==> src/rtl/cfu_pkg.sv <==
package cfu_pkg;
  typedef struct packed {
    logic n;
    logic z;
    logic c;
    logic v;
  } nzcv_t;

  typedef enum logic [2:0] {
    PB_ZSET  = 3'd0,
    PB_CSET  = 3'd1,
    PB_NSET  = 3'd2,
    PB_VSET  = 3'd3,
    PB_HIGH  = 3'd4,
    PB_SGE   = 3'd5,
    PB_SGT   = 3'd6,
    PB_TRUE  = 3'd7
  } pred_base_e;
endpackage

==> src/rtl/cfu_cond_eval.sv <==
module cfu_cond_eval
  import cfu_pkg::*;
#(
  parameter int CW = 4
) (
  input  logic [CW-1:0] cond,
  input  nzcv_t         flags,
  output logic          pass
);
  localparam int NBASE = 1 << (CW - 1);

  logic [NBASE-1:0] base;
  logic             sge;

  // Each code pair shares a base predicate; the low code bit inverts it.
  // The always-pair therefore yields always (even) and never (odd).
  always_comb begin
    sge            = (flags.n == flags.v);
    base           = '0;
    base[PB_ZSET]  = flags.z;
    base[PB_CSET]  = flags.c;
    base[PB_NSET]  = flags.n;
    base[PB_VSET]  = flags.v;
    base[PB_HIGH]  = flags.c & ~flags.z;
    base[PB_SGE]   = sge;
    base[PB_SGT]   = ~flags.z & sge;
    base[PB_TRUE]  = 1'b1;
  end

  assign pass = base[cond[CW-1:1]] ^ cond[0];
endmodule

==> src/rtl/cfu_flag_next.sv <==
module cfu_flag_next
  import cfu_pkg::*;
(
  input  nzcv_t cur,
  input  nzcv_t alu,
  input  logic  shc,
  input  nzcv_t saved,
  input  logic  logical,
  input  logic  write_en,
  input  logic  restore_en,
  output nzcv_t nxt
);
  always_comb begin
    nxt = cur;
    if (restore_en) begin
      nxt = saved;
    end else if (write_en) begin
      nxt.n = alu.n;
      nxt.z = alu.z;
      nxt.c = logical ? shc : alu.c;
      nxt.v = logical ? cur.v : alu.v;
    end
  end
endmodule

==> src/rtl/cond_flag_unit.sv <==
module cond_flag_unit
  import cfu_pkg::*;
#(
  parameter int                 INSTR_W   = 32,
  parameter int                 CW        = 4,
  parameter int                 COND_LSB  = 28,
  parameter int                 TCOND_LSB = 8,
  parameter int                 S_BIT     = 20,
  parameter int                 RD_LSB    = 12,
  parameter int                 RD_W      = 4,
  parameter int                 MODE_W    = 5,
  parameter logic [MODE_W-1:0]  USER_MODE = 5'b10000
) (
  input  logic               clk,
  input  logic               rst_n,
  input  logic               in_valid,
  output logic               in_ready,
  input  logic [INSTR_W-1:0] in_instr,
  input  logic               in_thumb,
  input  logic               in_tcbr,
  input  logic               in_dp,
  input  logic               in_logical,
  input  logic [3:0]         alu_nzcv,
  input  logic               shift_carry,
  input  logic [MODE_W-1:0]  mode,
  input  logic [3:0]         saved_nzcv,
  output logic               out_valid,
  input  logic               out_ready,
  output logic               out_exec,
  output logic               out_restore,
  output logic [3:0]         flags_nzcv
);
  localparam logic [RD_W-1:0] PC_IDX = {RD_W{1'b1}};

  nzcv_t          flags_q, flags_d;
  logic           ov_q, ox_q, or_q;
  logic           accept;
  logic [CW-1:0]  sel_cond;
  logic           pass, bypass, exec;
  logic           s_eff, pc_dst, want_flags, do_restore, do_write, priv;
  logic           unused_instr;

  assign unused_instr = ^in_instr;

  assign in_ready = ~ov_q | out_ready;
  assign accept   = in_valid & in_ready;

  // Condition source depends on the instruction state.
  assign sel_cond = in_thumb ? in_instr[TCOND_LSB +: CW] : in_instr[COND_LSB +: CW];
  assign bypass   = in_thumb & ~in_tcbr;

  cfu_cond_eval #(.CW(CW)) u_cond (
    .cond  (sel_cond),
    .flags (flags_q),
    .pass  (pass)
  );

  assign exec       = bypass | pass;
  assign s_eff      = in_thumb | in_instr[S_BIT];
  assign pc_dst     = ~in_thumb & (in_instr[RD_LSB +: RD_W] == PC_IDX);
  assign priv       = (mode != USER_MODE);
  assign want_flags = exec & in_dp & s_eff;
  assign do_restore = want_flags & pc_dst & priv;
  assign do_write   = want_flags & ~pc_dst;

  cfu_flag_next u_next (
    .cur        (flags_q),
    .alu        (nzcv_t'(alu_nzcv)),
    .shc        (shift_carry),
    .saved      (nzcv_t'(saved_nzcv)),
    .logical    (in_logical),
    .write_en   (do_write),
    .restore_en (do_restore),
    .nxt        (flags_d)
  );

  always_ff @(posedge clk) begin
    if (!rst_n) begin
      flags_q <= '0;
      ov_q    <= 1'b0;
      ox_q    <= 1'b0;
      or_q    <= 1'b0;
    end else if (accept) begin
      flags_q <= flags_d;
      ov_q    <= 1'b1;
      ox_q    <= exec;
      or_q    <= do_restore;
    end else if (out_ready) begin
      ov_q    <= 1'b0;
    end
  end

  assign out_valid   = ov_q;
  assign out_exec    = ox_q;
  assign out_restore = or_q;
  assign flags_nzcv  = flags_q;
endmodule

==> config.mk <==
export PLATFORM = sky130hd
export DESIGN_NAME = cond_flag_unit
export DESIGN_NICKNAME = d
export VERILOG_FILES = /design/src/rtl/cfu_pkg.sv /design/src/rtl/cfu_cond_eval.sv /design/src/rtl/cfu_flag_next.sv /design/src/rtl/cond_flag_unit.sv
export SDC_FILE = /design/constraint.sdc
export NUM_CORES = 1
export LEC_CHECK = 0
export CAP_MARGIN = 10
export CORE_MARGIN = 3
export CORE_UTILIZATION = 26
export CTS_BUF_LIST = sky130_fd_sc_hd__clkbuf_4 sky130_fd_sc_hd__clkbuf_8
export DETAILED_ROUTE_END_ITERATION = 10
export PLACE_DENSITY = 0.74
export SYNTH_ARGS = -nofsm -noshare
export SYNTH_HDL_FRONTEND = slang
export SYNTH_HIERARCHICAL = 1
export SYNTH_SLANG_ARGS = --single-unit
==> constraint.sdc <==
create_clock -name clk -period 2.7 [get_ports clk]
set_input_delay 0.27 -clock clk [delete_from_list [all_inputs] [get_ports clk]]
set_output_delay 0.27 -clock clk [all_outputs]
set_load 0.02 [all_outputs]
==> metrics.txt <==
# TYPE chip_impl_metric gauge
chip_impl_metric{name="hold-worst-slack",unit="ns"} 0.4918
chip_impl_metric{name="drive_above_1_share",unit=""} 0.2698
chip_impl_metric{name="final_cell_area",unit="um2"} 1201
chip_impl_metric{name="dr_total_vias",unit=""} 758
chip_impl_metric{name="dpl-instance-area",unit="um2"} 1056
chip_impl_metric{name="num_io_pins",unit=""} 62
chip_impl_info{name="holdCritPathClass",value="register to register"} 1
chip_impl_metric{name="layout.nets",unit=""} 181
chip_impl_info{name="synth_top_cell_by_area",value="sky130_fd_sc_hd__dfxtp_1"} 1
chip_impl_metric{name="critical_path.max_stage_delay",unit="ns"} 0.45
chip_impl_metric{name="syn2layout_area_growth",unit="%"} 100.8
chip_impl_metric{name="power_density",unit="nW/um2"} 334.0
chip_impl_info{name="cpLargestDelayFamily",value="multiplexers"} 1
chip_impl_metric{name="post_cts_hold_buffer_count",unit=""} 0
chip_impl_metric{name="cts_sinks",unit=""} 7
chip_impl_metric{name="fmax",unit="MHz"} 378.9
chip_impl_info{name="dominant_combinational_cell_family_by_area_after_synthesis",value="simple AND/OR/NAND/NOR gates"} 1
chip_impl_metric{name="cts-buffers-inserted",unit=""} 3
chip_impl_info{name="root_buffer",value="sky130_fd_sc_hd__clkbuf_4"} 1
chip_impl_metric{name="insertedDiodeCount",unit=""} 0
chip_impl_metric{name="ctsLongestPathBuffers",unit=""} 2
chip_impl_metric{name="final_util",unit=""} 0.5825
chip_impl_info{name="setup.worst_path.start_class",value="primary input"} 1
chip_impl_info{name="criticalPathCategory",value="primary input to register"} 1
chip_impl_metric{name="antenna_found_initial",unit=""} 0
chip_impl_metric{name="initial_core_util",unit=""} 0.2900
chip_impl_metric{name="detailedPlace.worstSlack",unit="ns"} -0.6133
chip_impl_metric{name="clock-skew-final",unit="ns"} 0.006356
chip_impl_metric{name="overall_die_width",unit="um"} 53.96
chip_impl_metric{name="final.period_utilization",unit=""} 0.9774
chip_impl_metric{name="fin_cells",unit=""} 153
chip_impl_info{name="cp_common_cell",value="sky130_fd_sc_hd__buf_4"} 1
chip_impl_metric{name="die_ar",unit="um2"} 2912
chip_impl_metric{name="post_synth.cell_area_avg",unit="um2"} 8.082
chip_impl_metric{name="aggregate_negative_setup_slack",unit="ns"} 0
chip_impl_metric{name="core_area",unit="um2"} 2062
chip_impl_metric{name="pin_count_of_the_biggest_net_entering_global_routing",unit=""} 9
chip_impl_info{name="mostFrequentLayoutCells",value="37 x sky130_fd_sc_hd__clkdlybuf4s50_1, 10 x sky130_fd_sc_hd__nand2_1, 10 x sky130_fd_sc_hd__buf_4"} 1
chip_impl_metric{name="vdd.ir_drop.worst",unit="mV"} 0.2166
chip_impl_metric{name="gp_congestion",unit=""} 0.7849
chip_impl_metric{name="total_power",unit="uW"} 401.2
chip_impl_metric{name="crit_arrival",unit="ns"} 2.83
chip_impl_metric{name="setup_viol_count_final",unit=""} 0
chip_impl_metric{name="synth_simple_gate_area_share",unit=""} 0.3075
chip_impl_metric{name="synth-warning-count",unit=""} 6
chip_impl_metric{name="gr-usage-all-layers",unit=""} 0.1557
chip_impl_metric{name="dp_hpwl",unit="um"} 1604
chip_impl_info{name="largest_cells_by_area_after_synthesis",value="sky130_fd_sc_hd__dfxtp_1 23%, sky130_fd_sc_hd__mux2_2 7.5%, sky130_fd_sc_hd__nand2_1 6.3%"} 1
chip_impl_info{name="cts_tree",value="yes"} 1
chip_impl_metric{name="synthMuxAreaShare",unit=""} 0.1632
chip_impl_metric{name="timing.final.crit_period",unit="ns"} 2.639
chip_impl_metric{name="grt-ovfl-total",unit=""} 0
chip_impl_metric{name="worst-slew-pin-transition",unit="ns"} 0.3257
chip_impl_metric{name="synth_xor_xnor_area_share",unit=""} 0.02929
chip_impl_metric{name="detailedRoute.firstIterationViolations",unit=""} 12
chip_impl_metric{name="yosysTopAreaCellShare",unit=""} 0.2343
chip_impl_metric{name="buffer_ports.inserted",unit=""} 42
chip_impl_metric{name="detailedRoute.firstPassIterationCount",unit=""} 4
chip_impl_metric{name="ys_types",unit=""} 28
chip_impl_metric{name="hold_violations",unit=""} 0
chip_impl_metric{name="timing.max_cap.violations",unit=""} 0
chip_impl_metric{name="std_cell_rows",unit=""} 16
chip_impl_metric{name="synth_cells",unit=""} 74
chip_impl_metric{name="fillerInstances",unit=""} 188
chip_impl_metric{name="routed_via_density",unit=""} 4.954
chip_impl_info{name="layout.cells.most_common",value="sky130_fd_sc_hd__clkdlybuf4s50_1"} 1
chip_impl_metric{name="chipHeight",unit="um"} 53.96
chip_impl_info{name="critPathCaptureType",value="register"} 1
chip_impl_info{name="timing.critical_path.slowest_stage_cell",value="sky130_fd_sc_hd__mux4_2"} 1
chip_impl_metric{name="maxSlewViolCount",unit=""} 0
chip_impl_metric{name="post_drt_wl_per_cell",unit="um"} 14.69
chip_impl_metric{name="dp_cells",unit=""} 144
chip_impl_info{name="crit_chain",value="buf_4 -> mux2_4 -> mux4_2 -> a32oi_4 -> xnor2_2 -> buf_4 -> a22o_4 -> nand2_4 -> nor2_4 -> or3b_1 -> o211ai_2 -> nand3_1 -> a21oi_2"} 1
chip_impl_metric{name="worst-path-max-fanout",unit=""} 6
chip_impl_metric{name="postRouteAntennaNets",unit=""} 0
chip_impl_metric{name="postSynthNetCount",unit=""} 128
chip_impl_metric{name="grt_pass1_vias",unit=""} 768
chip_impl_metric{name="synth_area",unit="um2"} 598.1
chip_impl_metric{name="clock_latency_late_sink",unit="ns"} 0.25
chip_impl_metric{name="ctsHtreeMaxLevel",unit=""} 1
chip_impl_metric{name="synth_sequential_area_ratio",unit=""} 0.2343
chip_impl_info{name="status",value="complete, no violations"} 1
chip_impl_metric{name="synth_fa_ha_area_frac",unit=""} 0
chip_impl_metric{name="path_clk_slew",unit="ns"} 0.06
chip_impl_metric{name="remaining_drc_errors",unit=""} 0
chip_impl_metric{name="grt_pass1_wl",unit="um"} 3332
chip_impl_metric{name="drt-total-wl",unit="um"} 2248
chip_impl_metric{name="timing.critical_path.required",unit="ns"} 2.89
chip_impl_metric{name="slew-limit-headroom",unit=""} 0.7821
chip_impl_metric{name="leakage_power_total",unit="nW"} 0.4774
chip_impl_metric{name="yosys_register_bits",unit=""} 7
chip_impl_metric{name="setup_ws",unit="ns"} 0.06109
chip_impl_metric{name="synth-compound-area-share",unit=""} 0.1904
chip_impl_metric{name="cp.buffers_inverters",unit=""} 2
[flip-flops by register name (all words and copies together) (netlist names)]
name         flops
out_exec         1
flags_nzcv       4
out_valid        1
out_restore      1
[cells in the mapped netlist (all sizes together)]
cell,n
o41ai,1
o311ai,1
mux4,1
nor2b,3
or3b,1
inv,4
nand2,12
a32oi,1
nand4,1
nand2b,4
nand3,5
nand3b,1
a22o,1
nor4,1
xor2,1
nand4bb,1
o211ai,1
xnor2,1
mux2,4
nor2,4
nor3,2
a21oi,7
dfxtp,7
o21ai,3
mux2i,3
buf,3
[per-layer routing]
layer	track usage	wire length, um	up-vias
li1	-	-	371
met1	0.1796	887	355
met2	0.2883	1192	32
met3	0.03878	168	0
met4	0.02553	0	0
met5	0	0	-
[layout make-up]
cell class                      instances  area [um2]  area share
Multi-Input combinational cell         60       496.7      0.4135
Timing Repair Buffer                   51       485.5      0.4042
Sequential cell                         7       140.1      0.1167
Tap cell                               27       33.78     0.02813
Clock buffer                            4       30.03     0.02500
Inverter                                4       15.01     0.01250
[cell families after synthesis]
| group | Yosys count |
|---|---|
| AND/OR/NAND/NOR | 35 |
| XOR/XNOR | 2 |
| multiplexers | 8 |
| flip-flops | 7 |
| AO/OA/AOI/OAI | 15 |
| buffers and inverters | 7 |
[tightest hold or removal path: cells and delay by family (launching register included)]
family | cells | cell delay, ns
compound gates | 1 | 0.06
simple gates | 1 | 0.08
flops | 1 | 0.31
[what timing repair did]
item	4_1_cts	5_1_grt
buffers inserted	4	1
endpoints found under the setup margin	4	3
hold endpoints to repair	0	0
cloned	0	0
gates resized for setup	11	17
pin swaps	9	8
[power breakdown]
group	internal, mW	switching, mW	total, mW
clock network	0.0666	0.0408	0.107
logic	0.110	0.0702	0.180
registers	0.109	0.00546	0.114
[worst paths after layout]
path	endpoint	depth (start not counted)	start	slack (ns)
worst max-delay path	flags_nzcv[1]	13	in_thumb	0.06
worst min-delay path	out_restore	2	out_restore	0.49
worst max register to register	flags_nzcv[1]	11	flags_nzcv[1]	0.11
worst min register to register	out_restore	2	out_restore	0.49
No activity file was read; power rests on OpenSTA's default activity.
